===== config.mk =====
export PLATFORM = sky130hd
export DESIGN_NAME = bridge_access_seq
export DESIGN_NICKNAME = d
export VERILOG_FILES = /design/src/rtl/bseq_pkg.sv /design/src/rtl/bseq_setup_word.sv /design/src/rtl/bseq_bus_port.sv /design/src/rtl/bseq_poll_timer.sv /design/src/rtl/bridge_access_seq.sv
export SDC_FILE = /design/constraint.sdc
export NUM_CORES = 1
export LEC_CHECK = 0
export BUFFER_PORTS_ARGS = -buffer_cell sky130_fd_sc_hd__buf_2
export CAP_MARGIN = 10
export CORE_MARGIN = 2
export CORE_UTILIZATION = 51
export DETAILED_ROUTE_END_ITERATION = 10
export PLACE_DENSITY = 0.8
export REMOVE_ABC_BUFFERS = 1
export SLEW_MARGIN = 0
export SYNTH_ARGS = -nofsm -noshare
export SYNTH_HDL_FRONTEND = slang
export SYNTH_SLANG_ARGS = --single-unit

===== constraint.sdc =====
create_clock -name clk -period 2.2 [get_ports clk]
set_input_delay 0.66 -clock clk [delete_from_list [all_inputs] [get_ports clk]]
set_output_delay 0.66 -clock clk [all_outputs]
set_load 0.005 [all_outputs]

===== src/rtl/bseq_pkg.sv =====
package bseq_pkg;

    typedef enum logic [1:0] {
        MODE_NONE   = 2'b00,
        MODE_ADDR   = 2'b01,
        MODE_DIRECT = 2'b10,
        MODE_RSVD   = 2'b11
    } mode_e;

    typedef enum logic [1:0] {
        ERR_NONE     = 2'd0,
        ERR_MODE     = 2'd1,
        ERR_CTL_TMO  = 2'd2,
        ERR_STAT_TMO = 2'd3
    } err_e;

    typedef enum logic [3:0] {
        S_IDLE, S_SETUP, S_LOAD, S_KICK,
        S_CTL_RD, S_CTL_GAP, S_STAT_RD, S_STAT_GAP,
        S_DATA_RD, S_DONE
    } state_e;

    typedef struct packed {
        mode_e      mode;
        logic       write;
        logic [6:0] dev;
        logic [7:0] index;
        logic [7:0] wbyte;
    } req_t;

    // bridge register map (byte offsets)
    localparam logic [15:0] OFS_SETUP    = 16'h0010;
    localparam logic [15:0] OFS_MBUF     = 16'h0008;
    localparam logic [15:0] OFS_CTL      = 16'h0020;
    localparam logic [15:0] OFS_STAT     = 16'h0070;
    localparam logic [15:0] OFS_OR_ALIAS = 16'h2000;

    localparam logic [31:0] START_BIT = 32'h0000_0002;
    localparam logic [31:0] STAT_MASK = 32'h0000_0A76;

    localparam logic [31:0] OP_ADDR_RD = 32'h0001_0000;
    localparam logic [31:0] OP_ADDR_WR = 32'h4001_0000;
    localparam logic [31:0] OP_DIR_RD  = 32'h1001_0000;
    localparam logic [31:0] OP_DIR_WR  = 32'h6001_0000;

    function automatic logic [31:0] swap32(input logic [31:0] w);
        return {w[7:0], w[15:8], w[23:16], w[31:24]};
    endfunction

    function automatic logic mode_ok(input mode_e m);
        return (m == MODE_ADDR) || (m == MODE_DIRECT);
    endfunction

endpackage


===== src/rtl/bseq_setup_word.sv =====
module bseq_setup_word
    import bseq_pkg::*;
(
    input  req_t        req_i,
    output logic [31:0] word_o
);
    logic unused_dev_lsb;
    assign unused_dev_lsb = req_i.dev[0];

    always_comb begin
        if (req_i.mode == MODE_DIRECT) begin
            word_o = (req_i.write ? OP_DIR_WR : OP_DIR_RD)
                   | {16'h0000, req_i.index, 8'h00};
        end else begin
            word_o = (req_i.write ? OP_ADDR_WR : OP_ADDR_RD)
                   | {16'h0000, 2'b00, req_i.dev[6:1], req_i.index};
        end
    end
endmodule


===== src/rtl/bseq_bus_port.sv =====
module bseq_bus_port
    import bseq_pkg::*;
#(
    parameter int ADDR_W = 16
) (
    input  logic              clk,
    input  logic              rst,
    input  logic              go_i,
    input  logic              we_i,
    input  logic [ADDR_W-1:0] addr_i,
    input  logic [31:0]       word_i,
    output logic              done_o,
    output logic [31:0]       word_o,
    output logic              bus_stb_o,
    output logic              bus_we_o,
    output logic [ADDR_W-1:0] bus_addr_o,
    output logic [31:0]       bus_wdata_o,
    input  logic [31:0]       bus_rdata_i,
    input  logic              bus_ack_i
);
    always_ff @(posedge clk) begin
        if (rst) begin
            bus_stb_o   <= 1'b0;
            bus_we_o    <= 1'b0;
            bus_addr_o  <= '0;
            bus_wdata_o <= '0;
        end else if (go_i) begin
            bus_stb_o   <= 1'b1;
            bus_we_o    <= we_i;
            bus_addr_o  <= addr_i;
            bus_wdata_o <= swap32(word_i);
        end else if (bus_stb_o && bus_ack_i) begin
            bus_stb_o   <= 1'b0;
        end
    end

    assign done_o = bus_stb_o && bus_ack_i;
    assign word_o = swap32(bus_rdata_i);


    strobe_hold_chk: assert property (@(posedge clk) disable iff (rst)
        (bus_stb_o && !bus_ack_i) |=> (bus_stb_o && $stable(bus_addr_o) && $stable(bus_we_o)));
endmodule


===== src/rtl/bseq_poll_timer.sv =====
module bseq_poll_timer #(
    parameter int MAX_POLLS = 60,
    parameter int GAP_W     = 16
) (
    input  logic             clk,
    input  logic             rst,
    input  logic             clr_i,
    input  logic             miss_i,
    input  logic [GAP_W-1:0] gap_len_i,
    output logic             last_o,
    output logic             gap_zero_o
);
    localparam int CNT_W = $clog2(MAX_POLLS + 1);

    logic [CNT_W-1:0] cnt_q;
    logic [GAP_W-1:0] gap_q;

    always_ff @(posedge clk) begin
        if (rst) begin
            cnt_q <= '0;
            gap_q <= '0;
        end else begin
            if (clr_i)       cnt_q <= '0;
            else if (miss_i) cnt_q <= cnt_q + CNT_W'(1);
            if (miss_i)           gap_q <= gap_len_i;
            else if (gap_q != '0) gap_q <= gap_q - GAP_W'(1);
        end
    end

    assign last_o     = (cnt_q == CNT_W'(MAX_POLLS - 1));
    assign gap_zero_o = (gap_q == '0);


    attempt_bound_chk: assert property (@(posedge clk) disable iff (rst)
        cnt_q < CNT_W'(MAX_POLLS));
endmodule


===== src/rtl/bridge_access_seq.sv =====
module bridge_access_seq
    import bseq_pkg::*;
#(
    parameter int ADDR_W    = 16,
    parameter int GAP_W     = 16,
    parameter int MAX_POLLS = 60
) (
    input  logic              clk,
    input  logic              rst,
    input  logic              req_i,
    input  logic [1:0]        req_mode_i,
    input  logic              req_write_i,
    input  logic [6:0]        req_dev_i,
    input  logic [7:0]        req_index_i,
    input  logic [7:0]        req_wbyte_i,
    input  logic [GAP_W-1:0]  poll_gap_i,
    output logic              busy_o,
    output logic              done_o,
    output logic [1:0]        err_o,
    output logic [7:0]        rdata_o,
    output logic              bus_stb_o,
    output logic              bus_we_o,
    output logic [ADDR_W-1:0] bus_addr_o,
    output logic [31:0]       bus_wdata_o,
    input  logic [31:0]       bus_rdata_i,
    input  logic              bus_ack_i
);
    localparam logic [ADDR_W-1:0] A_SETUP = ADDR_W'(OFS_SETUP);
    localparam logic [ADDR_W-1:0] A_MBUF  = ADDR_W'(OFS_MBUF);
    localparam logic [ADDR_W-1:0] A_CTL   = ADDR_W'(OFS_CTL);
    localparam logic [ADDR_W-1:0] A_KICK  = ADDR_W'(OFS_CTL | OFS_OR_ALIAS);
    localparam logic [ADDR_W-1:0] A_STAT  = ADDR_W'(OFS_STAT);

    state_e      state_q, state_d;
    req_t        req_q, req_in;
    err_e        err_q, err_d;
    logic [7:0]  rdata_q;
    logic        issued_q;
    logic [31:0] setup_w, rd_w, acc_word;
    logic [ADDR_W-1:0] acc_addr;
    logic        is_acc, acc_we, go, xfer_done;
    logic        t_clr, t_miss, t_last, gap_zero, set_err, cap_rd, accept;

    assign req_in = '{mode: mode_e'(req_mode_i), write: req_write_i, dev: req_dev_i,
                      index: req_index_i, wbyte: req_wbyte_i};
    assign accept = (state_q == S_IDLE) && req_i;

    bseq_setup_word u_setup (.req_i(req_q), .word_o(setup_w));

    bseq_bus_port #(.ADDR_W(ADDR_W)) u_port (
        .clk(clk), .rst(rst), .go_i(go), .we_i(acc_we), .addr_i(acc_addr),
        .word_i(acc_word), .done_o(xfer_done), .word_o(rd_w),
        .bus_stb_o(bus_stb_o), .bus_we_o(bus_we_o), .bus_addr_o(bus_addr_o),
        .bus_wdata_o(bus_wdata_o), .bus_rdata_i(bus_rdata_i), .bus_ack_i(bus_ack_i)
    );

    bseq_poll_timer #(.MAX_POLLS(MAX_POLLS), .GAP_W(GAP_W)) u_timer (
        .clk(clk), .rst(rst), .clr_i(t_clr), .miss_i(t_miss),
        .gap_len_i(poll_gap_i), .last_o(t_last), .gap_zero_o(gap_zero)
    );

    always_comb begin
        state_d  = state_q;
        is_acc   = 1'b0;
        acc_we   = 1'b0;
        acc_addr = '0;
        acc_word = '0;
        t_clr    = 1'b0;
        t_miss   = 1'b0;
        set_err  = 1'b0;
        err_d    = ERR_NONE;
        cap_rd   = 1'b0;
        unique case (state_q)
            S_IDLE: if (req_i) state_d = mode_ok(req_in.mode) ? S_SETUP : S_DONE;
            S_SETUP: begin
                is_acc = 1'b1; acc_we = 1'b1; acc_addr = A_SETUP; acc_word = setup_w;
                if (xfer_done) state_d = S_LOAD;
            end
            S_LOAD: begin
                is_acc = 1'b1; acc_we = 1'b1; acc_addr = A_MBUF;
                acc_word = req_q.write ? {24'h0, req_q.wbyte} : setup_w;
                if (xfer_done) state_d = S_KICK;
            end
            S_KICK: begin
                is_acc = 1'b1; acc_we = 1'b1; acc_addr = A_KICK; acc_word = START_BIT;
                if (xfer_done) begin
                    state_d = S_CTL_RD;
                    t_clr   = 1'b1;
                end
            end
            S_CTL_RD: begin
                is_acc = 1'b1; acc_addr = A_CTL;
                if (xfer_done) begin
                    if ((rd_w & START_BIT) == '0) begin
                        state_d = S_STAT_RD;
                        t_clr   = 1'b1;
                    end else if (t_last) begin
                        state_d = S_DONE; set_err = 1'b1; err_d = ERR_CTL_TMO;
                    end else begin
                        state_d = S_CTL_GAP; t_miss = 1'b1;
                    end
                end
            end
            S_CTL_GAP: if (gap_zero) state_d = S_CTL_RD;
            S_STAT_RD: begin
                is_acc = 1'b1; acc_addr = A_STAT;
                if (xfer_done) begin
                    if ((rd_w & STAT_MASK) == '0) begin
                        state_d = req_q.write ? S_DONE : S_DATA_RD;
                    end else if (t_last) begin
                        state_d = S_DONE; set_err = 1'b1; err_d = ERR_STAT_TMO;
                    end else begin
                        state_d = S_STAT_GAP; t_miss = 1'b1;
                    end
                end
            end
            S_STAT_GAP: if (gap_zero) state_d = S_STAT_RD;
            S_DATA_RD: begin
                is_acc = 1'b1; acc_addr = A_MBUF;
                if (xfer_done) begin
                    state_d = S_DONE;
                    cap_rd  = 1'b1;
                end
            end
            S_DONE:  state_d = S_IDLE;
            default: state_d = S_IDLE;
        endcase
    end

    assign go = is_acc && !issued_q;

    always_ff @(posedge clk) begin
        if (rst) begin
            state_q  <= S_IDLE;
            issued_q <= 1'b0;
            req_q    <= '0;
            err_q    <= ERR_NONE;
            rdata_q  <= '0;
        end else begin
            state_q <= state_d;
            if (xfer_done) issued_q <= 1'b0;
            else if (go)   issued_q <= 1'b1;
            if (accept) begin
                req_q   <= req_in;
                err_q   <= mode_ok(req_in.mode) ? ERR_NONE : ERR_MODE;
                rdata_q <= '0;
            end
            if (set_err) err_q   <= err_d;
            if (cap_rd)  rdata_q <= rd_w[7:0];
        end
    end

    assign busy_o  = (state_q != S_IDLE);
    assign done_o  = (state_q == S_DONE);
    assign err_o   = err_q;
    assign rdata_o = rdata_q;


    done_pulse_chk: assert property (@(posedge clk) disable iff (rst)
        done_o |=> !done_o);

    idle_quiet_chk: assert property (@(posedge clk) disable iff (rst)
        !busy_o |-> !bus_stb_o);

    bad_mode_chk: assert property (@(posedge clk) disable iff (rst)
        (accept && !mode_ok(req_in.mode)) |=> (done_o && err_o == ERR_MODE && !bus_stb_o));

    no_plain_ctl_store_chk: assert property (@(posedge clk) disable iff (rst)
        !(bus_stb_o && bus_we_o && bus_addr_o == A_CTL));

    write_no_data_rd_chk: assert property (@(posedge clk) disable iff (rst)
        (state_q == S_DATA_RD) |-> !req_q.write);
endmodule


Yosys cells after proc, flatten, opt, wreduce, memory -nomap -nowiden --
Index checks and enable logic that the tools add are counted. Widths: inputs -> output; s select.
Storage, ports and cells: input port bits 78, word-level logic and storage cells 119, bits in registers 113
Cells by class: add/sub/neg operators 2, bitwise operators 2, multiplexer cells 57, reductions and logical operators 21, equal/unequal tests 22
Operators with widths (count):
- $pmux 32 s3 | 1
- $pmux 14 s5 | 1
- $logic_not 32->1 | 2
- $mux 32 | 2
- $mux 31 | 2
- $mux 4 | 14
- $pmux 4 s9 | 1
- $mux 16 | 2
- $or 32x14->32 | 1
- $or 32x16->32 | 1
- $mux 1 | 20
- $eq 4x3->1 const B | 4
- $logic_not 16->1 | 1
- $mux 2 | 8
- $mux 8 | 2
- $reduce_bool 16->1 | 1
- $sub 16x1->16 const B | 1
- $ne 2x1->1 const B | 6
- $reduce_and 9->1 | 1
- $eq 4x2->1 const B | 2
- $eq 4x4->1 const B | 2
- $reduce_bool 2->1 | 4
- $add 6x1->6 const B | 1
- $eq 6x6->1 const B | 1
- other kinds (14) | 23

Longest topological paths before layout --
depth in word-level cells 6, mapped depth 9

Hierarchy --
From an unflattened synthesis, not the netlist that was laid out.
Second synthesis, totals: cell total of the unflattened synthesis 648, area total of the unflattened synthesis 5665.4 um^2
By module, submodules not included:
- bridge_access_seq | times used 1, sequential area each 820.8 um^2, cells an instance 280, area an instance 2153.3 um^2
- bseq_bus_port | times used 1, sequential area each 1001.0 um^2, cells an instance 196, area an instance 2048.2 um^2
- bseq_poll_timer | times used 1, sequential area each 440.4 um^2, cells an instance 132, area an instance 1148.6 um^2
- bseq_setup_word | times used 1, sequential area each 0.0 um^2, cells an instance 40, area an instance 315.3 um^2

Worst setup path after synthesis --
OpenSTA, ideal clock, no wires.
path type input-to-reg, start input bus_rdata_i[29], end register u_timer.gap_q[1], setup slack 0.190 ns, data required time 2.130 ns, arrival 1.939 ns, stages on the path 6, cell sequence nor4_1 -> nand2_1 -> and3_1 -> buf_6 -> a221o_2 -> a21oi_1
Between the ends: cells in the longest elaborated chain, start to end 5, elaborated cells on any way between the ends 6
RTL lines:
- start: declaration | RTL line bridge_access_seq.sv:25 | input logic [31:0] bus_rdata_i,
- $logic_not 32->1 * | RTL line bridge_access_seq.sv:108 | if ((rd_w & STAT_MASK) == '0) begin
- $mux 1 * | RTL line bridge_access_seq.sv:108
- $mux 1 * | RTL line bridge_access_seq.sv:107 | if (xfer_done) begin
- $pmux 1 s2 * | RTL line bridge_access_seq.sv:73 | unique case (state_q)
- $mux 16 or $reduce_bool 2->1 (tied branches)
- end signal: assignment | RTL line bseq_poll_timer.sv:25 | if (miss_i) gap_q <= gap_len_i;
- end signal: assignment | RTL line bseq_poll_timer.sv:26 | else if (gap_q != '0) gap_q <= gap_q - GAP_W'(1);
- end: declaration | RTL line bseq_poll_timer.sv:16 | logic [GAP_W-1:0] gap_q;
Mark *: on every way between the ends. The rest lies on a longest branch, timed or not. A chain may end at the register's enable or synchronous reset.

Worst setup path after layout --
start register state_q[1], end output done_o
Between the ends: cells in the longest elaborated chain, start to end 1
RTL lines:
- start: declaration | RTL line bridge_access_seq.sv:34 | state_e state_q, state_d;
- start signal: assignment | RTL line bridge_access_seq.sv:140 | state_q <= state_d;
- $eq 4x4->1 | RTL line bridge_access_seq.sv:154 | assign done_o = (state_q == S_DONE);
- end: declaration | RTL line bridge_access_seq.sv:18 | output logic done_o,
Every way passes these cells.

==> metrics.yaml <==
outcome:
  outcome: "finished, final reports clean"
finish:
  multi_input_comb_area_um2: 2380
  final-seq-area_um2: 1780
  n_antenna_cell: 0
  drive_above_1_share: 0.258
  postLayoutCellArea_um2: 5240
  design.final.nets: 715
  synthesis_to_finish_area_growth_pct: 17.5
  final_core_util: 0.610
  fillCellCount: 786
logic_synthesis:
  synth_cell_type_count: 70
  postSynth.topFlopCell: "sky130_fd_sc_hd__dfxtp_1"
  synth_area_leaders: "sky130_fd_sc_hd__dfxtp_1 (40%), sky130_fd_sc_hd__nand2_1 (7.3%), sky130_fd_sc_hd__a21oi_1 (5.5%)"
  yosys_warnings: 0
  syn_area_per_cell_um2: 8.35
  synth_top_cell_area_share: 0.399
  synth_seq_cells: 89
  synth_sequential_area_ratio: 0.399
  synth_top_area_cell: "sky130_fd_sc_hd__dfxtp_1"
  post_synth_instance_area_um2: 4460
  post_synth_inst_count: 534
  ys_async_sr_fraction: 0
  count_of_flip_flops_with_a_built_in_enable_after_synthesis: 0
setup_path:
  worstSetupPathType: "reg2out"
  timing.reg2reg.setup_slack_ns: 0.15
  critical-path-top-delay-family: "flip-flops"
  critPathCapture: "done_o"
  worst-path-buf-inv: 2
  worstPathCellList: "buf_4, nor2_4, and3_1, buf_2"
  crit_path_max_fanout: 15
  r2r.worst_path.cells: 7
  required_ns: 1.54
  startpoint_type: "flop"
  critPathSlowestCell: "sky130_fd_sc_hd__dfxtp_2"
  end_of_the_worst_register_to_register_path: "u_port.bus_wdata_o[17]"
  cpPeakStageDelay_ns: 0.49
  worstReg2RegStart: "state_q[2]"
  crit_path_end_kind: "primary output"
  timing.critical_path.from: "state_q[1]"
  critical_path_cell_count: 4
  data_arrival_time_of_the_critical_path_ns: 1.45
detailed_routing:
  top_layer_used: "met4"
  wl_per_cell_um: 14.7
  drt-met1-wl_mm: 4.69
  drcViolationCount: 0
  vias: 4117
  detail_route.vias_per_cell: 5.50
  route.met2.wl_mm: 5.50
  routed-wl-met3_um: 647
  totalWireLength_mm: 11.0
  ant_nets: 0
  drt_first_pass_iters: 4
  dr.first_iter.drc_count: 241
sta:
  grt_setup_unrepaired: "no"
  timing_hold_violations_final: 0
  timing.fmax_mhz: 474
  headroom_to_the_max_slew_limit: 0.564
  final_period_minus_worst_setup_slack_ns: 2.11
  final-max-slew-violation-count: 0
  final.setup_skew_ns: 0.0172
  finalSetupViolations: 0
  totalNegativeSetupSlack_ns: 0
  post-route-period-util: 0.959
  slew_worst_pin_ns: 0.652
clock_network:
  root_buffer: "sky130_fd_sc_hd__clkbuf_8"
  clock_sink_count: 89
  maximum_level_of_the_cts_h_tree: 3
  worstSkewPairLatency_ns: 0.36
  total_of_hold_buffers_inserted_after_clock_tree_synthesis: 0
  clockBufferDepth: 2
  tritoncts: "yes"
  clock_pin_slew_on_the_worst_setup_and_hold_paths_ns: 0.09
  tritoncts.num_buffers: 9
placement:
  port_buffers: 93
  placement.cell_area_um2: 4990
  post-dp-hpwl_mm: 7.98
  globalplace.congestion: 0.891
pwr:
  power_density_nw_per_um2: 1180
  switching_power_total_mw: 2.49
  internal_dissipation_mw: 3.71
  power.sequential.fraction: 0.358
  power.ir.vdd_worst_mv: 0.583
  static-leakage-power_nw: 2.25
  p_clk_frac: 0.209
  combinationalPowerShare: 0.433
  p_sw_frac: 0.402
floorplanning:
  start_util: 0.519
  floorplan.die.width_um: 97.5
  rows: 34
  dieArea_um2: 9510
  placeableCoreArea_um2: 8590
  die-height_um: 97.5
  ioPinCount: 140
grt:
  grt_overflow: 0
  grt_use_total: 0.232
  grt_first_pass_wirelength_mm: 18.5
  grt_max_degree: 26
  grt_antenna_before_repair: 0
  grt_pass1_vias: 4035
flow_run:
  drv.max_cap_violation_count: 0
worst_hold_path:
  hold_removal_path_class: "reg2reg"
==> cell type report <==
| class | count | area share |
|---|---|---|
| flip-flops and latches | 89 | 0.340 |
| well taps | 108 | 0.0258 |
| multi-input cells | 406 | 0.455 |
| clock buffers | 9 | 0.0236 |
| clock inverters | 7 | 0.0203 |
| inverters | 8 | 0.00573 |
| repair buffers | 121 | 0.129 |
==> cells by family (layout without fill, tap and decap cells) <==
family / after synthesis / in the layout / share of synthesized area
other: 1 / 23 / 0.000841
XOR/XNOR: 13 / 13 / 0.0255
AO/OA/AOI/OAI: 131 / 131 / 0.197
buffers and inverters: 61 / 145 / 0.0878
multiplexers: 17 / 17 / 0.0381
AND/OR/NAND/NOR: 220 / 220 / 0.245
flip-flops: 89 / 89 / 0.399
adder cells (fa/ha/maj): 2 / 2 / 0.00561
==> cells in the mapped netlist, types with 3 or more instances <==
cell	count
sky130_fd_sc_hd__and3_1	6
sky130_fd_sc_hd__nand2_1	87
sky130_fd_sc_hd__buf_2	8
sky130_fd_sc_hd__nor2b_1	5
sky130_fd_sc_hd__or3_1	3
sky130_fd_sc_hd__a211oi_1	6
sky130_fd_sc_hd__o22ai_1	3
sky130_fd_sc_hd__xnor2_1	9
sky130_fd_sc_hd__xor2_1	4
sky130_fd_sc_hd__a22oi_1	15
sky130_fd_sc_hd__clkbuf_1	13
sky130_fd_sc_hd__buf_4	26
sky130_fd_sc_hd__o31ai_1	3
sky130_fd_sc_hd__o2bb2ai_1	16
sky130_fd_sc_hd__nand2b_1	6
sky130_fd_sc_hd__inv_1	7
sky130_fd_sc_hd__nor3_1	8
sky130_fd_sc_hd__nand3_1	16
sky130_fd_sc_hd__nor2_1	52
sky130_fd_sc_hd__dfxtp_1	89
sky130_fd_sc_hd__o21ai_0	16
sky130_fd_sc_hd__nor3b_1	3
sky130_fd_sc_hd__nand4_1	5
sky130_fd_sc_hd__a21oi_1	49
sky130_fd_sc_hd__or2b_2	3
sky130_fd_sc_hd__and2_1	3
sky130_fd_sc_hd__clkbuf_8	4
sky130_fd_sc_hd__mux2i_1	17
==> stage by stage <==
stage	hold WS (ns)	worst slack (ns)	total power [mW]	std cells
global placement	0.441	0.106	4.78	732
finish	0.459	0.0892	6.20	748
floorplan	0.426	0.129	4.03	503
CTS	0.460	0.00493	6.18	748
global route	0.485	0.000529	6.63	748
detailed placement	0.443	0.0543	4.88	732
==> tightest hold or removal path: cells and delay by family, from the launching register on <==
family	cells	cell delay [ns]
AO/OA/AOI/OAI	1	0.05
AND/OR/NAND/NOR	1	0.05
flip-flops	1	0.32
==> power by group through the flow <==
stage | sequential (mW) | combinational (mW) | clock (mW)
floorplan | 2.21 | 1.81 | 0
detailed placement | 2.24 | 2.64 | 0
CTS | 2.20 | 2.66 | 1.31
finish | 2.22 | 2.69 | 1.30
global route | 2.26 | 2.98 | 1.39
global placement | 2.22 | 2.56 | 0
==> flip-flops by register name, summed over array words and instances, names as in the netlist, 2 cells and up <==
signal / flops
u_port.bus_addr_o: 5
rdata_o: 8
u_timer.gap_q: 16
err_o: 2
u_timer.cnt_q: 6
state_q: 4
req_q: 25
u_port.bus_wdata_o: 20
==> layout by cell type, fill, tap and decap left out, drive strengths merged, types with 5 or more instances in the layout <==
| cell | n |
|---|---|
| xnor2 | 9 |
| and3 | 7 |
| nand3 | 17 |
| a211oi | 6 |
| o2bb2ai | 16 |
| inv | 12 |
| a22oi | 15 |
| clkbuf | 9 |
| o21ai | 17 |
| nor2b | 5 |
| mux2i | 17 |
| nor3 | 9 |
| conb | 23 |
| nor2 | 55 |
| buf | 121 |
| dfxtp | 89 |
| nand2 | 88 |
| a21oi | 50 |
| nand4 | 5 |
| nand2b | 6 |
==> routing by layer <==
| metal | vias to the layer above | global-route usage |
|---|---|---|
| met4 | 0 | 0.0726 |
| met3 | 11 | 0.0396 |
| met5 | - | 0 |
| met1 | 1949 | 0.294 |
| met2 | 131 | 0.402 |
| li1 | 2026 | - |
==> worst min path at each step <==
stage,start,to,slack (ns),depth (start not counted)
detailed placement,u_port.bus_wdata_o[22],u_port.bus_wdata_o[22],0.44,1
global route,req_q[6],req_q[6],0.49,2
CTS,req_q[19],req_q[19],0.46,2
global placement,req_q[25],req_q[25],0.44,2
floorplan,req_q[25],req_q[25],0.43,2
finish,req_q[1],req_q[1],0.46,2
==> repair_timing <==
item                                    4_1_cts  5_1_grt
cloned                                        0        0
pin swaps                                     0        1
endpoints found under the setup margin        2        7
setup buffers                                 0        0
gates resized for setup                       1        5
(Power assumes the default switching activity.)
